<file path="src/rtl/id_probe_pkg.sv">
package id_probe_pkg;

  typedef enum logic [2:0] {
    ST_IDLE,
    ST_SETTLE,
    ST_RDLO,
    ST_RDHI,
    ST_RELEASE,
    ST_DONE
  } probe_state_t;

  // strobes from control to datapath
  typedef struct packed {
    logic cntClr;    // restart the wait counter
    logic waitRead;  // 1: compare against read wait, 0: settle wait
    logic clrRes;    // clear captured bytes and flags
    logic capLo;     // capture the byte at address 0
    logic capHi;     // capture the byte at address 1
    logic judge;     // evaluate parity and match
  } probe_strobe_t;

endpackage

</file>
<file path="src/rtl/id_probe_datapath.sv">
module id_probe_datapath
  import id_probe_pkg::*;
#(
  parameter int        SETTLE_CYC = 8,
  parameter int        READ_WAIT  = 3,
  parameter logic [7:0] EXP_MFG   = 8'h01,
  parameter logic [7:0] EXP_DEV   = 8'h9B
) (
  input  logic          clk,
  input  logic          rstN,
  input  probe_strobe_t strobe,
  input  logic [7:0]    memDataIn,
  output logic          waitDone,
  output logic [7:0]    mfgByte,
  output logic [7:0]    devByte,
  output logic          idMatch,
  output logic          parityErr
);

  localparam int MAX_WAIT = (SETTLE_CYC > READ_WAIT) ? SETTLE_CYC : READ_WAIT;
  localparam int CNT_W    = (MAX_WAIT < 2) ? 1 : $clog2(MAX_WAIT);
  localparam int N_SLOT   = 2;

  logic [CNT_W-1:0] waitCnt;
  logic [CNT_W-1:0] waitLimit;

  assign waitLimit = strobe.waitRead ? CNT_W'(READ_WAIT - 1) : CNT_W'(SETTLE_CYC - 1);
  assign waitDone  = (waitCnt == waitLimit);

  always_ff @(posedge clk) begin
    if (!rstN || strobe.cntClr) waitCnt <= '0;
    else                        waitCnt <= waitCnt + 1'b1;
  end

  // per-slot capture and judgement
  logic [7:0]        slotByte [N_SLOT];
  logic [N_SLOT-1:0] slotCap;
  logic [N_SLOT-1:0] slotParOk;
  logic [N_SLOT-1:0] slotEq;
  logic [7:0]        slotExp  [N_SLOT];

  assign slotCap[0] = strobe.capLo;
  assign slotCap[1] = strobe.capHi;
  assign slotExp[0] = EXP_MFG;
  assign slotExp[1] = EXP_DEV;

  for (genvar g = 0; g < N_SLOT; g++) begin : gSlot
    always_ff @(posedge clk) begin
      if (!rstN || strobe.clrRes) slotByte[g] <= '0;
      else if (slotCap[g])        slotByte[g] <= memDataIn;
    end
    assign slotParOk[g] = ^slotByte[g];
    assign slotEq[g]    = (slotByte[g] == slotExp[g]);
  end

  always_ff @(posedge clk) begin
    if (!rstN || strobe.clrRes) begin
      idMatch   <= 1'b0;
      parityErr <= 1'b0;
    end else if (strobe.judge) begin
      parityErr <= ~&slotParOk;
      idMatch   <= (&slotParOk) & (&slotEq);
    end
  end

  assign mfgByte = slotByte[0];
  assign devByte = slotByte[1];

endmodule

</file>
<file path="src/rtl/id_probe_ctrl.sv">
module id_probe_ctrl
  import id_probe_pkg::*;
(
  input  logic          clk,
  input  logic          rstN,
  input  logic          startPulse,
  input  logic          waitDone,
  output probe_strobe_t strobe,
  output logic          idVoltReq,
  output logic          chipEnN,
  output logic          outEnN,
  output logic          addrLsb,
  output logic          done
);

  probe_state_t state, nextState;

  always_ff @(posedge clk) begin
    if (!rstN) state <= ST_IDLE;
    else       state <= nextState;
  end

  always_comb begin
    nextState = state;
    strobe    = '0;
    unique case (state)
      ST_IDLE, ST_DONE: begin
        strobe.cntClr = 1'b1;
        if (startPulse) begin
          strobe.clrRes = 1'b1;
          nextState     = ST_SETTLE;
        end
      end
      ST_SETTLE: begin
        if (waitDone) begin
          strobe.cntClr = 1'b1;
          nextState     = ST_RDLO;
        end
      end
      ST_RDLO: begin
        strobe.waitRead = 1'b1;
        if (waitDone) begin
          strobe.capLo  = 1'b1;
          strobe.cntClr = 1'b1;
          nextState     = ST_RDHI;
        end
      end
      ST_RDHI: begin
        strobe.waitRead = 1'b1;
        if (waitDone) begin
          strobe.capHi  = 1'b1;
          strobe.cntClr = 1'b1;
          nextState     = ST_RELEASE;
        end
      end
      ST_RELEASE: begin
        strobe.judge  = 1'b1;
        strobe.cntClr = 1'b1;
        nextState     = ST_DONE;
      end
      default: nextState = ST_IDLE;
    endcase
  end

  logic reading;
  assign reading   = (state == ST_RDLO) || (state == ST_RDHI);
  assign idVoltReq = (state == ST_SETTLE) || reading;
  assign chipEnN   = ~reading;
  assign outEnN    = ~reading;
  assign addrLsb   = (state == ST_RDHI);
  assign done      = (state == ST_DONE);

endmodule

</file>
<file path="src/rtl/id_probe_reader.sv">
module id_probe_reader
  import id_probe_pkg::*;
#(
  parameter int         ADDR_W     = 19,
  parameter int         SETTLE_CYC = 8,
  parameter int         READ_WAIT  = 3,
  parameter logic [7:0] EXP_MFG    = 8'h01,
  parameter logic [7:0] EXP_DEV    = 8'h9B
) (
  input  logic              clk,
  input  logic              rstN,
  input  logic              startPulse,
  input  logic [7:0]        memDataIn,
  output logic              idVoltReq,
  output logic [ADDR_W-1:0] memAddr,
  output logic              chipEnN,
  output logic              outEnN,
  output logic [7:0]        mfgByte,
  output logic [7:0]        devByte,
  output logic              idMatch,
  output logic              parityErr,
  output logic              done
);

  probe_strobe_t strobe;
  logic          waitDone;
  logic          addrLsb;

  id_probe_ctrl ctrl (
    .clk        (clk),
    .rstN       (rstN),
    .startPulse (startPulse),
    .waitDone   (waitDone),
    .strobe     (strobe),
    .idVoltReq  (idVoltReq),
    .chipEnN    (chipEnN),
    .outEnN     (outEnN),
    .addrLsb    (addrLsb),
    .done       (done)
  );

  id_probe_datapath #(
    .SETTLE_CYC (SETTLE_CYC),
    .READ_WAIT  (READ_WAIT),
    .EXP_MFG    (EXP_MFG),
    .EXP_DEV    (EXP_DEV)
  ) dpath (
    .clk        (clk),
    .rstN       (rstN),
    .strobe     (strobe),
    .memDataIn  (memDataIn),
    .waitDone   (waitDone),
    .mfgByte    (mfgByte),
    .devByte    (devByte),
    .idMatch    (idMatch),
    .parityErr  (parityErr)
  );

  // only the lowest address bit ever toggles during identification
  assign memAddr = ADDR_W'(addrLsb);

endmodule

</file>
<file path="config.mk">
export PLATFORM = sky130hd
export DESIGN_NAME = id_probe_reader
export DESIGN_NICKNAME = d
export VERILOG_FILES = /design/src/rtl/id_probe_pkg.sv /design/src/rtl/id_probe_datapath.sv /design/src/rtl/id_probe_ctrl.sv /design/src/rtl/id_probe_reader.sv
export SDC_FILE = /design/constraint.sdc
export NUM_CORES = 1
export LEC_CHECK = 0
export BUFFER_PORTS_ARGS = -buffer_cell sky130_fd_sc_hd__buf_2
export CAP_MARGIN = 20
export CORE_ASPECT_RATIO = 0.5
export CORE_MARGIN = 1.5
export CORE_UTILIZATION = 38
export DETAILED_ROUTE_END_ITERATION = 16
export SYNTH_ARGS = -nofsm -noshare
export SYNTH_HDL_FRONTEND = slang
export SYNTH_SLANG_ARGS = --single-unit
</file>
<file path="constraint.sdc">
create_clock -name clk -period 3.8 [get_ports clk]
set_input_delay 0.57 -clock clk [delete_from_list [all_inputs] [get_ports clk]]
set_output_delay 0.57 -clock clk [all_outputs]
set_load 0.1 [all_outputs]
</file>
==> run metrics, run 1 <==
clock-pin slew on the worst setup and hold paths 80 ps; Clock Skew 2.09 ps; Post-synth EDFFs 16; total setup buffers inserted after CTS 0; setup TNS 0 ps; I/O pin cnt 52; H-tree Lvls 1; Syn Area/Cell 10.5 um^2; drt pass-1 iters 4; outcome finished clean; fin. max-slew vios 0; largest net degree at the start of global routing 15; Syn Inst Count 137; Placement Setup Slack 1820 ps; max incr delay on CP 680 ps; Clock Power Share 0.304; total power 0.000736 W; Synth warnings 0; Max Clk Rate 0.451 GHz; cts hold-fix bufs 0; FF-to-FF End dpath.slotByte[1][3]; Tot GR Track Use 0.126; Buf/Inv on CP 2; largest fanout on the critical path 13; layout cells sized above 1 0.266; Synth Register Bits 24; Die X 90.2 um; wirelength, routed 2.56 mm; post-CTS resize count 0; Main synth FF type edfxtp_1; dpl hpwl 1.97 mm; Worst Path Required 3230 ps; worst skew pair latency 270 ps; Remaining DRCs 0; Area after DPL 1570 um^2; clock tree from TritonCTS done; Synth Cell Area 1440 um^2; Num CTS Buffers 3; routed vias/inst 4.50; Core ar. 3530 um^2; Post-Route Utilization 0.466; Worst VDD drop 0.163 mV; final instance area 1640 um^2; top cells by area, synth edfxtp_1 (33%), buf_4 (11%), dfxtp_1 (11%); cell accounting for the most synthesized area edfxtp_1; ant diodes 0; Crit Path Category register to output pin; Filler Cells Inserted 345; Final Worst Setup Slack 1580 ps; CP arrival 1650 ps; CP Depth 3; Die Area 4200 um^2; cells on worst reg2reg path 3; crit path to idVoltReq; sequential power share 0.402; Routed Antenna Nets 0; GRT overflow 0; final critical-path required period 2220 ps; Setup crit start kind register; Starting Density 0.409; normalized max-slew margin 0.630; PD cells 448 nW/um^2; setup slack, reg-to-reg 1960 ps; CP Capture Type output pin; initial antenna violation count 0; maximum clock path buffer count 2; sequential area share after synthesis 0.444; Final Hold Viols 0; vias in the first global route 822; Gate power share 0.294; DRT iter0 DRCs 25; max cap viols 0; min-delay worst type register to register; leakage power 0.773 nW; switch share 0.374; Syn-to-layout area delta 13.8%; CTS root buf clkbuf_8; via count 990; Internal 0.000461 W; Crit path max-delay family flip-flops; I/O Buffers 33; DR WL/cell 11.7 um; RePlAce Congestion 0.824; Tightest Pin Transition 554 ps; Sink Count 24; final setup violating endpoints 0; post-synth top area share 0.333; die height 46.6 um; first-pass GRT wire length 3.84 mm; nets@finish 190; crit-path cells inv_2 -> a21oi_1 -> buf_2; reg2reg start ctrl.state[2]; Slowest-stage cell, CP dfxtp_1; Psw 0.000275 W; final worst-path cycle share 0.583; Yosys cell types 36; RSZ-0062 raised after global routing false; Rows 15; async set or reset register ratio after synthesis 0; Worst Setup SP ctrl.state[1]
[power by group through the flow]
stage | registers, W | logic, W | clock network, W
after CTS | 0.000296 | 0.000217 | 0.000229
after floorplan | 0.000368 | 0.000137 | 0
after global placement | 0.000302 | 0.000216 | 0
final | 0.000296 | 0.000216 | 0.000224
after detailed placement | 0.000302 | 0.000216 | 0
after global routing | 0.000297 | 0.000224 | 0.000238
[synthesized netlist by cell type, types with 2 or more instances]
cell and number:
and2_1 18, inv_2 2, nand2b_1 2, mux2i_1 2
a21oi_1 2, ha_1 9, xor2_1 5, nor3_1 2
xnor2_1 2, buf_4 22, nor2b_1 2, edfxtp_1 16
nand3_1 4, dfxtp_1 8, nand2_1 4, nor2_1 4
inv_1 12, nand4_1 3
[cell usage in the layout (no fill, tap or decap), types with 2 or more instances in the layout]
master and instances:
buf_2 33, nor2b_1 2, conb_1 18, and2_1 18, inv_2 2, edfxtp_1 16, mux2i_1 2, a21oi_1 2
ha_1 9, xnor2_1 2, nand2b_1 2, nor3_1 2, xor2_1 5, clkbuf_8 3, nand4_1 3, inv_1 12
nor2_1 4, dfxtp_1 8, nand2_1 4, nand3_1 4
[kinds of logic after synthesis]
logic type,after synthesis,synth area share
AOI/OAI and AO/OA,10,0.0607
xor gates and xnor gates,7,0.0425
adders and majority gates,9,0.0780
buffers and inverters,36,0.151
DFF,24,0.444
muxes,2,0.0139
other,1,0.00260
and+or+nand+nor,48,0.208
[sequential cells by signal (all words and copies together) (netlist names)]
register	count
dpath.waitCnt	3
dpath.parityErr	1
dpath.slotByte	16
ctrl.state	3
dpath.idMatch	1
[per-stage QoR]
step / hold slack [ps] / std cells
2_1_floorplan: 453 / 154
3_3_place_gp: 466 / 216
3_5_place_dp: 465 / 216
4_1_cts: 480 / 220
5_1_grt: 509 / 220
6_report: 474 / 220
[final cells by class]
class,instances,area (um^2),share of cell area
multi-input combinational,94,649,0.395
sequential,24,641,0.390
clock buffer,3,41.3,0.0251
inverter,14,52.6,0.0320
clock inverter,1,30.0,0.0183
timing repair buffer,33,165,0.101
tap,51,63.8,0.0388
[worst min path at each step]
stage | start | end | slack (ps) | cells after the start
global route | dpath.idMatch | dpath.idMatch | 510 | 2
CTS | dpath.idMatch | dpath.idMatch | 480 | 2
global placement | dpath.idMatch | dpath.idMatch | 470 | 2
finish | dpath.idMatch | dpath.idMatch | 470 | 2
floorplan | dpath.waitCnt[0] | dpath.waitCnt[0] | 450 | 1
detailed placement | dpath.idMatch | dpath.idMatch | 470 | 2
[routing by layer]
| metal | GRT usage | share of wire | up-vias |
|---|---|---|---|
| li1 | - | - | 486 |
| met1 | 0.147 | 0.44 | 450 |
| met2 | 0.227 | 0.47 | 49 |
| met3 | 0.0314 | 0.070 | 5 |
| met4 | 0.0571 | 0.016 | 0 |
| met5 | 0 | 0 | - |
[worst min-delay path, cell delays in order (launching register included)]
cell and delay, ps:
dfxtp_1 320, nand2b_1 60, a21oi_1 50
No activity file was read; power rests on OpenSTA's default activity.
==> run 2: changes to the inputs <==
ABC_AREA = 1   (was default)
clock period = 2.1 ns   (was 3.8 ns; I/O delays follow)
==> run 2 against run 1 <==
Wire length fell by 4.1%. Worst setup slack worse by 1300 ps. Highest routed layer unchanged. First-iteration DRC count down 28%. Combinational power rose to 7.6 times the previous value. Largest cell class is now flip-flops and latches. Cell count up 14%.
==> run metrics, run 2 <==
Largest Register dpath.slotByte; largest fanout on the critical path 8; Buf/Inv on CP 1; sequential area share after synthesis 0.434; Sink Count 24; RePlAce Congestion 0.758; post-synth top area share 0.325; Filler Cells Inserted 358; PD cells 1630 nW/um^2; max reg flops 16; DRT iter0 DRCs 18; fin. max-slew vios 0; Remaining DRCs 0; Setup crit start kind register; Clock Skew 5.03 ps; first-pass GRT wire length 3.86 mm; routed vias/inst 4.14; Synth Cell Area 1480 um^2; I/O pin cnt 52; clock tree from TritonCTS done; crit-path cells nor2_1 -> nor2_2 -> buf_2; RSZ-0062 raised after global routing false; setup TNS 0 ps; Syn Area/Cell 8.95 um^2; outcome finished clean; min-delay worst type primary input to register; layout cells sized above 1 0.270; commonest non-fill, non-tap cells in the layout buf_2 (33), nor2_1 (31), inv_1 (28); final worst-path cycle share 0.888; most used routing layer met2; met1 Resource Use GR 0.145; Yosys cell types 26; total setup buffers inserted after CTS 0; Tot GR Track Use 0.120; Rows 15; hold path endpoint ctrl.state[2]; async set or reset register ratio after synthesis 0; Num CTS Buffers 3; post-CTS resize count 0; Syn Inst Count 165; commonest non-fill, non-tap cell in the layout buf_2; cells on worst reg2reg path 7; Worst VDD drop 0.755 mV; GRT met2 Usage 0.210; DR WL/cell 9.80 um; cell accounting for the most synthesized area edfxtp_1; initial antenna violation count 0; max incr delay on CP 490 ps; ant diodes 0; die height 47.1 um; setup slack, reg-to-reg 490 ps; Core ar. 3570 um^2; Starting Density 0.414; Syn-to-layout area delta 15.1%; max cap viols 0; I/O Buffers 33; Slowest-stage cell, CP dfxtp_1; top cells by area, synth edfxtp_1 (33%), dfxtp_1 (11%), buf_4 (10%); Synth Register Bits 24; drt pass-1 iters 4; Main synth FF type edfxtp_1; maximum clock path buffer count 2; final critical-path required period 1860 ps; Crit path max-delay family flip-flops; nets@finish 221; largest registers dpath.slotByte x16, ctrl.state x3, dpath.waitCnt x3; Max Clk Rate 0.536 GHz; final setup violating endpoints 0; FF-to-FF End dpath.slotByte[1][2]; worst skew pair latency 270 ps; largest net degree at the start of global routing 15; vias in the first global route 891; CP arrival 1550 ps; total power 0.00276 W; Final Hold Viols 0; WHS Path Cells 3; GRT overflow 0; Die X 91.2 um; via count 1040; commonest cells in the netlist nor2_1 (33), inv_1 (28), buf_4 (20), edfxtp_1 (16), nand2_1 (13); Die Area 4290 um^2; CP Capture Type output pin; leakage power 0.873 nW; clock-pin slew on the worst setup and hold paths 80 ps; wirelength, routed 2.46 mm; dpl hpwl 2.00 mm; Routed Antenna Nets 0; CTS root buf clkbuf_8; hold_sp rstN; met3 global-route usage 0.0437; Synth warnings 0; Worst Path Required 1780 ps; reg2reg start ctrl.state[0]; count leader, synth nor2_1; cts hold-fix bufs 0; Crit Path Category register to output pin; Post-synth EDFFs 16; H-tree Lvls 1
run 2: cells by family (layout without fill, tap and decap cells):
logic type	after synthesis	in the layout	share of synthesized area
xor gates and xnor gates	8	8	0.0475
other	1	18	0.00254
buffers and inverters	49	67	0.181
adders and majority gates	9	9	0.0763
and+or+nand+nor	64	64	0.212
AOI/OAI and AO/OA	10	10	0.0475
DFF	24	24	0.434
run 2: metal layers:
metal | wire length (um) | up-vias
met1 | 1140 | 451
met3 | 161 | 2
met5 | 0 | -
met2 | 1140 | 41
li1 | - | 546
met4 | 19 | 0
run 2: how the worst max path moves through the flow:
stage                   from                    to  slack (ps)  cells after the start
6_report       ctrl.state[0]             idVoltReq         240                      3
5_1_grt        ctrl.state[0]               chipEnN         140                      5
4_1_cts        ctrl.state[0]               chipEnN         230                      5
3_5_place_dp   ctrl.state[2]  dpath.slotByte[1][5]         500                      7
3_3_place_gp   ctrl.state[0]  dpath.slotByte[0][4]         540                      7
2_1_floorplan  ctrl.state[2]                outEnN          80                      5
run 2: area by class of cell:
type                    count  area (um^2)  area share
inverters                  28          105      0.0619
well taps                  51         63.8      0.0376
flip-flops and latches     24          641       0.377
multi-input cells         109          638       0.376
repair buffers             35          180       0.106
clock inverters             1         30.0      0.0177
clock buffers               3         41.3      0.0243
run 2: tightest hold or removal path, stage by stage:
cell	delay, ps
buf_2	130
nand2_1	70
nor2_1	30
run 2: through the flow:
step | hold slack, ps | cells | setup WS, ps | util | area [um^2]
floorplan | 426 | 182 | 81.8 | - | 1550
global route | 303 | 251 | 143 | 0.476 | 1700
global placement | 441 | 247 | 543 | 0.456 | 1630
finish | 313 | 251 | 236 | 0.476 | 1700
detailed placement | 446 | 247 | 504 | 0.456 | 1630
CTS | 308 | 251 | 233 | 0.476 | 1700
run 2: power breakdown:
part / leakage (nW) / internal, W / switching, W
clock network: 0.0357 / 0.000255 / 0.000154
registers: 0.237 / 0.000621 / 0.0000813
logic: 0.601 / 0.000331 / 0.00132
==> run 3: changes to the inputs <==
PLACE_DENSITY = 0.61   (was default)
SKIP_LAST_GASP = 1   (was default)
==> run 3 against run 2 <==
Global-route usage up 1.3 points. Clock power is 32% lower. Cell count unchanged. Flip-flop and latch count unchanged. Worst hold slack worse by 3.3 ps. Critical endpoint unchanged. Non-clock buffer count unchanged. First-iteration DRC count increased by 67%. Critical path depth unchanged. Utilization is 0.74 points lower. Highest routed layer is now met3. Clock skew is 2.9 ps lower. Count of clock-buffer cells in the layout unchanged.
==> run metrics, run 3 (synthesis gave the netlist of run 2 again) <==
Largest Register dpath.slotByte; leakage power 0.861 nW; cts hold-fix bufs 0; I/O Buffers 33; GRT overflow 0; worst skew pair latency 270 ps; Fin Hold WS 310 ps; nets@finish 221; ant diodes 0; Num CTS Buffers 3; outcome finished clean; Inst Count DP 247; WHS Path Cells 3; fin. max-slew vios 0; via count 1046; cells on worst reg2reg path 6; Tot GR Track Use 0.133; total power 0.00264 W; crit path to idVoltReq; drt pass-1 iters 4; Routed Antenna Nets 0; CTS root buf clkbuf_8; Starting Density 0.414; PD cells 1580 nW/um^2; Remaining DRCs 0; commonest non-fill, non-tap cell in the layout buf_2; setup slack, reg-to-reg 470 ps; largest net degree at the start of global routing 14; final critical-path required period 1870 ps; dpl hpwl 2.09 mm; die height 47.1 um; largest registers dpath.slotByte x16, ctrl.state x3, dpath.waitCnt x3; CP arrival 1550 ps; DRT iter0 DRCs 30; DR WL/cell 10.1 um; number of standard cells in the final layout excluding fillers 251; setup TNS 0 ps; clock tree from TritonCTS done; min-delay worst type primary input to register; H-tree Lvls 1; Worst Path Required 1780 ps; max cap viols 0; CP Capture Type output pin; Die X 91.2 um; total setup buffers inserted after CTS 0; max reg flops 16; Sink Count 24; I/O pin cnt 52; final instance area 1670 um^2; Clock Skew 2.18 ps; Worst VDD drop 0.719 mV; layout cells sized above 1 0.265; routed vias/inst 4.17; maximum clock path buffer count 2; Core ar. 3570 um^2; vias in the first global route 963; initial antenna violation count 0; reg2reg start ctrl.state[0]; FF-to-FF End dpath.slotByte[1][2]; Crit Path Category register to output pin; Final Hold Viols 0; largest fanout on the critical path 8; Setup crit start kind register; final worst-path cycle share 0.890; Filler Cells Inserted 366; RSZ-0062 raised after global routing false; wirelength, routed 2.54 mm; Max Clk Rate 0.535 GHz; Area after DPL 1630 um^2; Rows 15; first-pass GRT wire length 4.28 mm; post-CTS resize count 0; final setup violating endpoints 0; RePlAce Congestion 0.741; clock-pin slew on the worst setup and hold paths 80 ps; Worst Setup SP ctrl.state[0]; Syn-to-layout area delta 13.3%; Die Area 4290 um^2; commonest non-fill, non-tap cells in the layout buf_2 (33), nor2_1 (31), inv_1 (28)
-- run 3: metal layers --
layer | GRT usage | vias to the layer above | share of wire
met3 | 0.0421 | 0 | 0.053
met4 | 0.0375 | 0 | 0
met5 | 0 | - | 0
met2 | 0.245 | 33 | 0.50
met1 | 0.157 | 465 | 0.45
li1 | - | 548 | -
-- run 3: through the flow --
stage           util  setup slack (ps)
2_1_floorplan      -              81.8
3_3_place_gp   0.456               543
3_5_place_dp   0.456               475
4_1_cts        0.469               217
5_1_grt        0.469               142
6_report       0.469               232
-- run 3: area by class of cell --
type	instances	area (um^2)	area share
sequential	24	641	0.383
multi-input combinational	109	638	0.381
timing repair buffer	35	180	0.108
inverter	28	105	0.0628
tap	51	63.8	0.0381
clock buffer	3	41.3	0.0247
clock inverter	1	3.75	0.00224
-- run 3: worst max-delay path: stages (launching register included) --
cell	delay, ps
dfxtp_1	490
nor2_1	150
nor2_2	180
buf_2	460
-- run 3: worst min path at each step --
stage | from | endpoint | slack, ps
6_report | rstN | ctrl.state[1] | 310
3_3_place_gp | dpath.waitCnt[0] | dpath.waitCnt[0] | 440
5_1_grt | rstN | ctrl.state[2] | 310
2_1_floorplan | dpath.waitCnt[0] | dpath.waitCnt[0] | 430
4_1_cts | rstN | ctrl.state[2] | 300
3_5_place_dp | dpath.waitCnt[0] | dpath.waitCnt[0] | 450
-- run 3: report_power, final --
part           switching, W  internal, W
logic               0.00132     0.000330
registers         0.0000842     0.000622
clock network      0.000149     0.000131
